### config.mk
export PLATFORM = sky130hd
export DESIGN_NAME = tc8_dualcmp
export DESIGN_NICKNAME = d
export VERILOG_FILES = /design/src/rtl/tc8_pkg.sv /design/src/rtl/tc8_clksel.sv /design/src/rtl/tc8_cfg.sv /design/src/rtl/tc8_core.sv /design/src/rtl/tc8_dualcmp.sv
export SDC_FILE = /design/constraint.sdc
export NUM_CORES = 1
export LEC_CHECK = 0
export BUFFER_PORTS_ARGS = -buffer_cell sky130_fd_sc_hd__buf_2
export CAP_MARGIN = 20
export CORE_MARGIN = 2
export CORE_UTILIZATION = 53
export DETAILED_ROUTE_END_ITERATION = 10
export GPL_TIMING_DRIVEN = 0
export HOLD_SLACK_MARGIN = 0.1
export PLACE_DENSITY_LB_ADDON = 0.3
export SYNTH_ARGS = -nofsm -noshare
export SYNTH_HDL_FRONTEND = slang
export SYNTH_HIERARCHICAL = 1
export SYNTH_SLANG_ARGS = --single-unit
### constraint.sdc
create_clock -name clk -period 2.2 [get_ports clk]
set_input_delay 0.44 -clock clk [delete_from_list [all_inputs] [get_ports clk]]
set_output_delay 0.44 -clock clk [all_outputs]
set_load 0.005 [all_outputs]
### src/rtl/tc8_pkg.sv
package tc8_pkg;
  localparam int NCMP = 2;
  localparam int NFLG = NCMP + 1;
  localparam int AW   = 3;

  typedef enum logic [2:0] {
    CS_STOP    = 3'd0,
    CS_DIV1    = 3'd1,
    CS_DIV8    = 3'd2,
    CS_DIV64   = 3'd3,
    CS_DIV256  = 3'd4,
    CS_DIV1024 = 3'd5,
    CS_EXT_FALL = 3'd6,
    CS_EXT_RISE = 3'd7
  } clk_sel_e;

  localparam logic [AW-1:0] A_CNT  = 3'd0;
  localparam logic [AW-1:0] A_CMPA = 3'd1;
  localparam logic [AW-1:0] A_CMPB = 3'd2;
  localparam logic [AW-1:0] A_MASK = 3'd3;
  localparam logic [AW-1:0] A_FLAG = 3'd4;
  localparam logic [AW-1:0] A_CTRL = 3'd5;

  localparam int F_OVF = 0;
  localparam int F_CA  = 1;
  localparam int F_CB  = 2;
endpackage

### src/rtl/tc8_clksel.sv
module tc8_clksel
  import tc8_pkg::*;
#(
  parameter int PSC_W  = 10,
  parameter int SYNC_N = 2
) (
  input  logic     clk,
  input  logic     rst_n,
  input  clk_sel_e sel,
  input  logic     ext_pin,
  output logic     tick
);
  localparam int T8    = 3;
  localparam int T64   = 6;
  localparam int T256  = 8;
  localparam int T1024 = 10;

  logic [PSC_W-1:0]  psc_q, psc_d;
  logic [SYNC_N-1:0] sync_q, sync_d;
  logic              prev_q, prev_d;
  logic              pin_s, rise, fall;
  logic              tap8, tap64, tap256, tap1024;

  always_comb begin
    psc_d  = psc_q + 1'b1;
    sync_d = {sync_q[SYNC_N-2:0], ext_pin};
    pin_s  = sync_q[SYNC_N-1];
    prev_d = pin_s;
  end

  always_ff @(posedge clk or negedge rst_n) begin
    if (!rst_n) begin
      psc_q  <= '0;
      sync_q <= '0;
      prev_q <= 1'b0;
    end else begin
      psc_q  <= psc_d;
      sync_q <= sync_d;
      prev_q <= prev_d;
    end
  end

  always_comb begin
    tap8    = &psc_q[T8-1:0];
    tap64   = &psc_q[T64-1:0];
    tap256  = &psc_q[T256-1:0];
    tap1024 = &psc_q[T1024-1:0];
    rise    = pin_s & ~prev_q;
    fall    = ~pin_s & prev_q;
    case (sel)
      CS_STOP:     tick = 1'b0;
      CS_DIV1:     tick = 1'b1;
      CS_DIV8:     tick = tap8;
      CS_DIV64:    tick = tap64;
      CS_DIV256:   tick = tap256;
      CS_DIV1024:  tick = tap1024;
      CS_EXT_FALL: tick = fall;
      CS_EXT_RISE: tick = rise;
      default:     tick = 1'b0;
    endcase
  end
endmodule

### src/rtl/tc8_cfg.sv
module tc8_cfg
  import tc8_pkg::*;
#(
  parameter int CW = 8
) (
  input  logic                     clk,
  input  logic                     rst_n,
  input  logic                     wr_en,
  input  logic [AW-1:0]            addr,
  input  logic [CW-1:0]            wdata,
  output logic [NCMP-1:0][CW-1:0]  cmp,
  output logic [NFLG-1:0]          mask,
  output clk_sel_e                 sel
);
  logic [NCMP-1:0][CW-1:0] cmp_q, cmp_d;
  logic [NFLG-1:0]         mask_q, mask_d;
  clk_sel_e                sel_q, sel_d;

  always_comb begin
    cmp_d  = cmp_q;
    mask_d = mask_q;
    sel_d  = sel_q;
    if (wr_en) begin
      case (addr)
        A_CMPA:  cmp_d[0] = wdata;
        A_CMPB:  cmp_d[1] = wdata;
        A_MASK:  mask_d   = wdata[NFLG-1:0];
        A_CTRL:  sel_d    = clk_sel_e'(wdata[2:0]);
        default: ;
      endcase
    end
  end

  always_ff @(posedge clk or negedge rst_n) begin
    if (!rst_n) begin
      cmp_q  <= '0;
      mask_q <= '0;
      sel_q  <= CS_STOP;
    end else begin
      cmp_q  <= cmp_d;
      mask_q <= mask_d;
      sel_q  <= sel_d;
    end
  end

  assign cmp  = cmp_q;
  assign mask = mask_q;
  assign sel  = sel_q;
endmodule

### src/rtl/tc8_core.sv
module tc8_core
  import tc8_pkg::*;
#(
  parameter int CW = 8
) (
  input  logic                    clk,
  input  logic                    rst_n,
  input  logic                    tick,
  input  logic                    cnt_wr,
  input  logic [CW-1:0]           wdata,
  input  logic [NCMP-1:0][CW-1:0] cmp,
  input  logic [NFLG-1:0]         flg_clr,
  output logic [CW-1:0]           cnt,
  output logic [NFLG-1:0]         flags,
  output logic [NCMP-1:0]         wave,
  output logic                    blk
);
  logic [CW-1:0]   cnt_q, cnt_d;
  logic            blk_q, blk_d;
  logic [NFLG-1:0] flg_q, flg_d;
  logic [NCMP-1:0] wave_q, wave_d;
  logic [NCMP-1:0] match;
  logic            adv, ovf_ev;

  assign adv    = tick & ~cnt_wr;
  assign ovf_ev = adv & (cnt_q == {CW{1'b1}});

  for (genvar ch = 0; ch < NCMP; ch++) begin : g_chan
    assign match[ch]  = adv & ~blk_q & (cnt_q == cmp[ch]);
    assign wave_d[ch] = wave_q[ch] ^ match[ch];
  end

  always_comb begin
    cnt_d = cnt_q;
    blk_d = blk_q;
    if (cnt_wr) begin
      cnt_d = wdata;
      blk_d = 1'b1;
    end else if (adv) begin
      cnt_d = cnt_q + 1'b1;
      blk_d = 1'b0;
    end
    flg_d = (flg_q & ~flg_clr) | {match, ovf_ev};
  end

  always_ff @(posedge clk or negedge rst_n) begin
    if (!rst_n) begin
      cnt_q  <= '0;
      blk_q  <= 1'b0;
      flg_q  <= '0;
      wave_q <= '0;
    end else begin
      cnt_q  <= cnt_d;
      blk_q  <= blk_d;
      flg_q  <= flg_d;
      wave_q <= wave_d;
    end
  end

  assign cnt   = cnt_q;
  assign flags = flg_q;
  assign wave  = wave_q;
  assign blk   = blk_q;
endmodule

### src/rtl/tc8_dualcmp.sv
module tc8_dualcmp
  import tc8_pkg::*;
#(
  parameter int CW     = 8,
  parameter int PSC_W  = 10,
  parameter int SYNC_N = 2
) (
  input  logic          clk,
  input  logic          rst_n,
  input  logic          ext_pin,
  input  logic          wr_en,
  input  logic [2:0]    addr,
  input  logic [CW-1:0] wdata,
  output logic [CW-1:0] rd_data,
  output logic          irq_ovf,
  output logic          irq_cmp_a,
  output logic          irq_cmp_b,
  output logic          wave_a,
  output logic          wave_b
);
  logic [NCMP-1:0][CW-1:0] cmp;
  logic [NFLG-1:0]         mask, flags, flg_clr;
  logic [NCMP-1:0]         wave;
  logic [CW-1:0]           cnt;
  clk_sel_e                sel;
  logic                    tick, cnt_wr, blk;

  assign cnt_wr  = wr_en & (addr == A_CNT);
  assign flg_clr = (wr_en && addr == A_FLAG) ? wdata[NFLG-1:0] : '0;

  tc8_clksel #(.PSC_W(PSC_W), .SYNC_N(SYNC_N)) u_clksel (
    .clk(clk), .rst_n(rst_n), .sel(sel), .ext_pin(ext_pin), .tick(tick)
  );

  tc8_cfg #(.CW(CW)) u_cfg (
    .clk(clk), .rst_n(rst_n), .wr_en(wr_en), .addr(addr), .wdata(wdata),
    .cmp(cmp), .mask(mask), .sel(sel)
  );

  tc8_core #(.CW(CW)) u_core (
    .clk(clk), .rst_n(rst_n), .tick(tick), .cnt_wr(cnt_wr), .wdata(wdata),
    .cmp(cmp), .flg_clr(flg_clr), .cnt(cnt), .flags(flags), .wave(wave),
    .blk(blk)
  );

  always_comb begin
    case (addr)
      A_CNT:   rd_data = cnt;
      A_CMPA:  rd_data = cmp[0];
      A_CMPB:  rd_data = cmp[1];
      A_MASK:  rd_data = CW'(mask);
      A_FLAG:  rd_data = CW'(flags);
      A_CTRL:  rd_data = CW'(sel);
      default: rd_data = '0;
    endcase
  end

  assign irq_ovf   = flags[F_OVF] & mask[F_OVF];
  assign irq_cmp_a = flags[F_CA] & mask[F_CA];
  assign irq_cmp_b = flags[F_CB] & mask[F_CB];
  assign wave_a    = wave[0];
  assign wave_b    = wave[1];
endmodule

## Word-level counts from Yosys, hierarchy flattened

Cells that the tools add are included.

- Add/subtract/negate cells: 2
- Muxes and demuxes: 7
- Bitwise operators: 20
- Equal/unequal tests: 15
- Reduce and logical (&&, ||, !) cells: 12

Operators with widths:

| cell | count |
|---|---|
| 8-bit one-hot mux with 6 select lines | 1 |
| 3-bit == test (second input constant) | 6 |
| 8-bit == test | 2 |
| 8-bit two-way mux | 2 |
| 3-bit by 2-bit == test with 1-bit output (second input constant) | 4 |
| 1-bit AND | 11 |
| 10-bit by 1-bit adder with 10-bit output (second input constant) | 1 |
| 10-bit AND reduction | 1 |
| 8-bit by 1-bit adder with 8-bit output (second input constant) | 1 |
| 8-bit == test (second input constant) | 1 |
| 1-bit one-hot mux with 8 select lines | 1 |
| 2-bit AND reduction | 4 |
| 8-bit AND reduction | 1 |
| 3-bit by 1-bit == test with 1-bit output (second input constant) | 2 |
| 3-bit zero test | 2 |
| 6-bit AND reduction | 1 |
| 1-bit inverter | 4 |
| 3-bit AND | 1 |
| 3-bit two-way mux | 1 |
| 3-bit inverter | 1 |
| 3-bit bitwise OR | 1 |
| 3-bit AND reduction | 1 |
| 1-bit two-way mux | 2 |
| 2-bit nonzero test | 1 |
| 2 further kinds | 3 |

- Register bits after elaboration: 49
- Word-level logic and storage cells: 67
- Bits of input ports: 15
- Output and inout port bits: 13

## Longest topological paths before layout

Gate-level depths: netlist of run 1.

- Word-level depth: 7
- Gate-level depth with buffers: 9
- Gate-level depth less buffers: 8

## Hierarchy

The synthesis of run 1 kept the hierarchy.

By module, submodules not included:

| module | area an instance (µm²) | times used | cells each | seq. area each (µm²) |
|---|---|---|---|---|
| tc8_cfg | 923.4 | 1 | 50 | 550.5 |
| tc8_core | 844.6 | 1 | 87 | 350.3 |
| tc8_clksel | 559.3 | 1 | 45 | 325.3 |
| tc8_dualcmp | 416.6 | 1 | 54 | 0.0 |

## Worst setup path after synthesis of run 1

Ideal clock, no wire load.

- Path kind: reg2reg
- Start point: register u_clksel.psc_q[0]
- End point: register u_core.cnt_q[7] (netlist: u_core/cnt[7])
- Data required time: 2.075 ns
- Arrival: 2.242 ns
- Setup time: 0.125 ns
- Clock period less this slack: 2.366 ns
- Path buffers: 1
- Slack: -0.166 ns
- Cell stages (with the launch flop): 10
- Cell sequence: dfrtp_1 ha_1 and4_4 or4b_1 a211oi_2 buf_2 nand4_2 nor3_2 xor2_1 mux2_2

- Cells in the longest elaborated chain, start to end: 4
- Elaborated cells on any way between the ends: 7
- Those cells by class: mux (1); bitwise (1); reduce/logical (5)

RTL lines:

| item | RTL line | RTL |
|---|---|---|
| start, declared | tc8_clksel.sv:18 | `logic [PSC_W-1:0] psc_q, psc_d;` |
| start signal, assigned | tc8_clksel.sv:37 | `psc_q <= psc_d;` |
| 10-bit AND reduction (tied with other cells) | tc8_clksel.sv:47 | `tap1024 = &psc_q[T1024-1:0];` |
| 1-bit one-hot mux with 8 select lines (*) | tc8_clksel.sv:50 | `case (sel)` |
| net tick | tc8_dualcmp.sv:26 | `logic tick, cnt_wr, blk;` |
| 1-bit AND (*) | tc8_core.sv:25 | `assign adv = tick & ~cnt_wr;` |
| 2-bit nonzero test (no line) (*) | -- |  |
| end signal, assigned | tc8_core.sv:53 | `cnt_q <= cnt_d;` |
| end, declared | tc8_core.sv:18 | `logic [CW-1:0] cnt_q, cnt_d;` |

Mark *: on every way through the listed nets, which the timed path passes. The rest lies on a longest branch.
A chain may end at the register's enable or synchronous reset.

## Final worst setup path of run 1

- Start point: register u_clksel.psc_q[1]
- End point: register u_core.cnt_q[7] (netlist: u_core/cnt[7])

Same word-level chain as after synthesis.

==> results.json, run 1 <==
{
  "routed_wl_um": 5810,
  "cts-root-buf": "clkbuf_8",
  "synth_edf_count": 0,
  "rrSetupSlack_ps": -130,
  "ys_seq_area_share_pct": 44.7,
  "r2r-end": "u_core/cnt[7]",
  "clock_latency_ps": 300,
  "postSynthAreaPerCell_um2": 11.6,
  "yosysTopAreaCell": "dfrtp_1",
  "critPathRequiredTime_ps": 2380,
  "area_growth_pct": 17.8,
  "grt_antenna_before_repair": 0,
  "whs_ps": 241,
  "post-route-util_pct": 64.1,
  "cts_tree": "yes",
  "synth_area_leaders": "dfrtp_1 (45%), mux2_4 (9.8%), xor2_1 (7.7%)",
  "min_period_ps": 2330,
  "relSlewSlack_pct": 66.8,
  "violations": "negative setup slack",
  "grt_usage_pct": 21.3,
  "grt_overflow": 0,
  "clkTransAtPathRegs_ps": 80,
  "tightest_slew_ps": 498,
  "gp_congestion": 0.808,
  "crit_type": "reg -> reg",
  "diodes": 0,
  "portBuffers": 27,
  "grt_max_degree": 50,
  "maxCapViolations": 0,
  "hpwl_um": 3900,
  "skew_ps": 11.9,
  "ys_warn_count": 6,
  "synth_fp_nets": 254,
  "synth_area_um2": 2740,
  "synth-seq-cells": 49,
  "slew_viol_final": 0,
  "synth_cells": 236,
  "hp-class": "in -> reg",
  "reg2reg_depth": 9,
  "async_reset_ff_share_pct": 100,
  "die-area_um2": 5770,
  "grt_first_pass_wirelength_um": 9550,
  "p_per_area_nw_per_um2": 918,
  "outcome": "finished, violations left",
  "grt_pass1_vias": 1893,
  "rows": 26,
  "drt-vias-per-instance": 5.38,
  "endpoint_kind": "register",
  "post-route-period-util_pct": 106,
  "hold_violations": 0,
  "crit_end": "u_core/cnt[7]",
  "floorplan.initialDensity_pct": 54.4,
  "ir_drop_uv": 601,
  "drc_errors": 0,
  "rsz0062_at_grt": "yes",
  "core_area_um2": 5040,
  "r2r-start": "u_clksel/psc_q[1]",
  "worstPathArrival_ps": 2510,
  "setup_slack_ps": -127,
  "antenna_left": 0,
  "leakage_nw": 1.50,
  "stdcell_area_um2": 3230,
  "cp-startpoint": "u_clksel/psc_q[1]",
  "die_h_um": 76.0,
  "synth_top_area_share_pct": 44.7,
  "drtPass1Iterations": 4,
  "num_io_pins": 28,
  "finalSetupViolCount": 8,
  "fmax_ghz": 0.430,
  "fillers": 402,
  "clockBufferDepth": 2,
  "drive_gt1_share_pct": 35.6,
  "ys.flop_type": "dfrtp_1",
  "nets": 298,
  "routedWlPerCell_um": 16.5,
  "crit_fanout": 4,
  "yosysUniqueCellTypes": 49,
  "multi_input_area_um2": 1440,
  "finalPower_w": 0.00297,
  "start_kind": "register",
  "htree_levels": 2,
  "cts_sinks": 49,
  "cts_buffers": 5,
  "dieWidth_um": 76.0,
  "register_area_um2": 1230,
  "place_area_um2": 2990,
  "num_vias": 1889,
  "drtIter0Drc": 134
}
## state kept, by name (all words and copies together) (netlist names)
| register | cells |
|---|---|
| u_core/blk | 1 |
| u_clksel/psc_q | 10 |
| u_core/cnt | 8 |
| u_core/flags | 3 |
| u_clksel/prev_q | 1 |
| u_core/wave | 2 |
| u_clksel/sync_q | 2 |
| u_cfg/cmp | 16 |
| u_cfg/mask | 3 |
| u_cfg/sel | 3 |
## per-layer routing
| metal | vias up | track usage [%] | part of all wire, % |
|---|---|---|---|
| li1 | 908 | - | - |
| met1 | 934 | 29.3 | 47 |
| met2 | 41 | 33.7 | 48 |
| met3 | 6 | 4.17 | 3.7 |
| met4 | 0 | 7.82 | 1.3 |
| met5 | - | 0 | 0 |
## kinds of logic (layout without fill, tap and decap cells)
group | count (synthesis) | in the layout | synth area share (%)
buffers and inverters | 20 | 65 | 5.06
multiplexers | 36 | 36 | 16.8
flip-flops | 49 | 49 | 44.7
XOR/XNOR | 32 | 32 | 10.2
adder cells (fa/ha/maj) | 3 | 3 | 1.37
AO/OA/AOI/OAI | 27 | 27 | 6.70
AND/OR/NAND/NOR | 69 | 69 | 15.1
## placed cells by master (no fill, tap or decap), drive strengths merged, types with 2 or more instances in the layout
master / n
mux2: 27
nand4b: 3
and3: 2
clkbuf: 9
ha: 3
nand4: 4
nand3: 6
and4bb: 2
mux2i: 9
and2: 6
nor3: 3
nor4: 5
nand2: 23
a221oi: 2
a21oi: 7
a211oi: 2
buf: 47
o21ai: 10
inv: 7
or2: 5
xnor2: 8
xor2: 24
nor2: 2
dfrtp: 49
## metrics by stage
stage,TNS (ps),cells,setup slack (ps)
detailed placement,-1240,333,-250
global placement,-1060,333,-241
finish,-404,351,-127
global route,-1310,351,-219
CTS,-302,347,-130
floorplan,-74.7,236,-74.7
## what timing repair did
action,CTS,global route
resized for setup,8,6
pin swaps,4,1
endpoints found under the hold margin,0,8
buffers inserted,6,2
hold buffers,0,1
endpoints found under the setup margin,10,11
## worst min path at each step
stage          slack [ps]                from  depth (start not counted)                  to
2_1_floorplan         140               rst_n                          0        u_cfg/cmp[0]
3_3_place_gp          330  u_clksel/sync_q[0]                          0  u_clksel/sync_q[1]
3_5_place_dp          340  u_clksel/sync_q[0]                          0  u_clksel/sync_q[1]
4_1_cts               230             ext_pin                          1  u_clksel/sync_q[0]
5_1_grt               220             ext_pin                          1  u_clksel/sync_q[0]
6_report              240             ext_pin                          1  u_clksel/sync_q[0]
## cells in the mapped netlist, drive strengths merged (4+ instances only)
cell	number
a21oi	7
xor2	24
o21ai	10
dfrtp	49
buf	11
inv	7
nor4	5
nand4	4
or2	5
and2	6
nand2	23
mux2	27
xnor2	8
mux2i	9
nand3	6
## power by group
group | internal, W | switching, W | total, W | leakage (nW)
Sequential | 0.00110 | 0.000245 | 0.00134 | 0.600
Combinational | 0.000528 | 0.000439 | 0.000966 | 0.843
Clock | 0.000371 | 0.000291 | 0.000662 | 0.0585
## area by class of cell
class                           instances  share of cell area (%)
Clock inverter                          1                   0.929
Inverter                                7                   0.813
Timing Repair Buffer                   37                    6.97
Multi-Input combinational cell        167                    44.4
Clock buffer                            7                    2.67
Buffer                                 13                    3.56
Tap cell                               70                    2.71
Sequential cell                        49                    37.9
## critical path: stages (launching register included)
cell and delay (ps):
dfrtp_1 370, ha_2 180, and4_4 210, or4b_4 460, a211oi_2 200, buf_4 170, nand4_4 130, nor3_4 150
xor2_1 80, mux2_2 260
Power figures use the tool's default switching activity.
==> inputs of run 2 (changes only) <==
Settings changed: CORE_UTILIZATION 53 to 30, SETUP_SLACK_MARGIN from default to 0.02.
==> run 2 against run 1 <==
Net effect: via count down 0.90%; clock power is 0.6% higher; critical path type unchanged; cell count up 11%; routed wire length grew 6.5%; non-clock buffer count stayed put; clock-buffer cell count is the same; design area is 2.0% higher; critical endpoint unchanged; critical path depth unchanged; global-route usage is 8.3 points lower; sequential power barely moved; the flow still finishes with violations (negative setup slack); sequential share of layout area down 0.73 points; total power up 1.6%.
==> results.json, run 2 (synthesis results as in run 1) <==
{
  "outcome": "finished, violations left",
  "violations": "negative setup slack",
  "crit_type": "reg -> reg",
  "cts_sinks": 49,
  "fmax_ghz": 0.429,
  "grt_max_degree": 37,
  "setup_slack_ps": -133,
  "drtPass1Iterations": 4,
  "maxCapViolations": 0,
  "die-area_um2": 9930,
  "p_per_area_nw_per_um2": 915,
  "routedWlPerCell_um": 15.9,
  "drt-vias-per-instance": 4.81,
  "grt_overflow": 0,
  "internal_power_w": 0.00203,
  "stdcell_count": 389,
  "num_io_pins": 28,
  "area_growth_pct": 20.2,
  "dieWidth_um": 99.6,
  "cts_buffers": 5,
  "dpl.cell_count": 372,
  "layout_commonest_cell": "dfrtp_1",
  "die_h_um": 99.6,
  "clock_latency_ps": 300,
  "htree_levels": 2,
  "leakage_nw": 1.49,
  "cts_tree": "yes",
  "rows": 34,
  "num_vias": 1872,
  "r2r-start": "u_clksel/psc_q[1]",
  "final_cell_mix": "dfrtp_1 (49), buf_2 (30), xor2_1 (24)",
  "start_kind": "register",
  "min_from": "ext_pin",
  "gp_congestion": 0.784,
  "p_switching_w": 0.000988,
  "finalPower_w": 0.00302,
  "pwr-share-seq_pct": 44.3,
  "grt_antenna_before_repair": 0,
  "reg2reg_depth": 9,
  "core_area_um2": 8810,
  "routed_wl_um": 6180,
  "nets": 298,
  "power.share.clock_pct": 22.1,
  "drtIter0Drc": 112,
  "finalSetupViolCount": 10,
  "hold_depth": 1,
  "hold_violations": 0,
  "grt_first_pass_wirelength_um": 9980,
  "worstPathArrival_ps": 2520,
  "rrSetupSlack_ps": -130,
  "drc_errors": 0,
  "post-route-util_pct": 37.4,
  "hpwl_um": 4370,
  "floorplan.initialDensity_pct": 31.2,
  "grt_usage_pct": 13.0,
  "clockBufferDepth": 2,
  "slew_viol_final": 0,
  "min_period_ps": 2330,
  "grt_pass1_vias": 1876,
  "post-route-period-util_pct": 106,
  "endpoint_kind": "register",
  "drive_gt1_share_pct": 35.9,
  "antenna_left": 0,
  "ir_drop_uv": 338,
  "clkTransAtPathRegs_ps": 90,
  "critPathRequiredTime_ps": 2390,
  "swShare_pct": 32.8,
  "diodes": 0,
  "portBuffers": 27,
  "tns_ps": -772,
  "tightest_slew_ps": 539,
  "relSlewSlack_pct": 64.1,
  "rsz0062_at_grt": "yes",
  "p_comb_share_pct": 33.6,
  "whs_ps": 240,
  "largest_reg_flops": 16,
  "cts-root-buf": "clkbuf_8",
  "r2r-end": "u_core/cnt[7]",
  "fillers": 836,
  "crit_fanout": 3,
  "hold_end": "u_clksel/sync_q[0]",
  "skew_ps": 5.46,
  "hp-class": "in -> reg"
}
==> run 2: cell counts in the layout (fill, tap and decap cells not counted) <==
Identical to the previous run, type by type.
==> run 2: layer usage <==
metal	GRT usage [%]	wire length (um)
met1	18.7	3020
met2	19.6	2860
met3	2.81	243
met4	3.79	61
met5	0	0
==> run 2: power groups by stage <==
stage	sequential [W]	clock, W	combinational (W)
floorplan	0.00129	0	0.000699
detailed placement	0.00135	0	0.000906
global route	0.00137	0.000735	0.00112
CTS	0.00134	0.000687	0.000998
global placement	0.00134	0	0.000893
finish	0.00134	0.000666	0.00101
==> run 2: what timing repair did <==
item	4_1_cts	5_1_grt
endpoints found under the setup margin	10	12
endpoints found under the hold margin	13	0
setup buffers	7	1
hold buffers	1	0
pin swaps	6	3
gates resized for setup	15	4
==> run 2: stage by stage <==
step,worst slack (ps),area (um^2)
finish,-133,3300
global placement,-239,3030
CTS,-172,3280
global route,-277,3300
detailed placement,-232,3050
floorplan,-74.7,2760
==> run 2: layout make-up <==
type	instances	area, um^2	share of cell area, %
inverters	7	31.3	0.949
plain buffers	13	115	3.49
clock inverters	1	30.0	0.911
repair buffers	37	245	7.44
multi-input cells	167	1430	43.3
flip-flops and latches	49	1230	37.2
well taps	108	135	4.10
clock buffers	7	86.3	2.62
==> run 2: worst max-delay path by stage <==
stage,start,slack (ps),cells after the start,end
final,u_clksel/psc_q[1],-130,9,u_core/cnt[7]
after global routing,u_clksel/psc_q[1],-280,10,u_core/cnt[5]
after CTS,u_clksel/psc_q[1],-170,9,u_core/cnt[7]
after detailed placement,u_clksel/psc_q[0],-230,9,u_core/cnt[7]
after global placement,u_clksel/psc_q[0],-240,9,u_core/cnt[7]
after floorplan,u_clksel/psc_q[0],-70,9,u_core/cnt[7]
==> run 2: worst max-delay path: stages, from the launching register on <==
cell and delay [ps]:
dfrtp_1 380, ha_2 190, and4_4 210, or4b_4 460, a211oi_2 190, buf_4 180
nand4_4 110, nor3_2 150, xor2_1 90, mux2_2 260
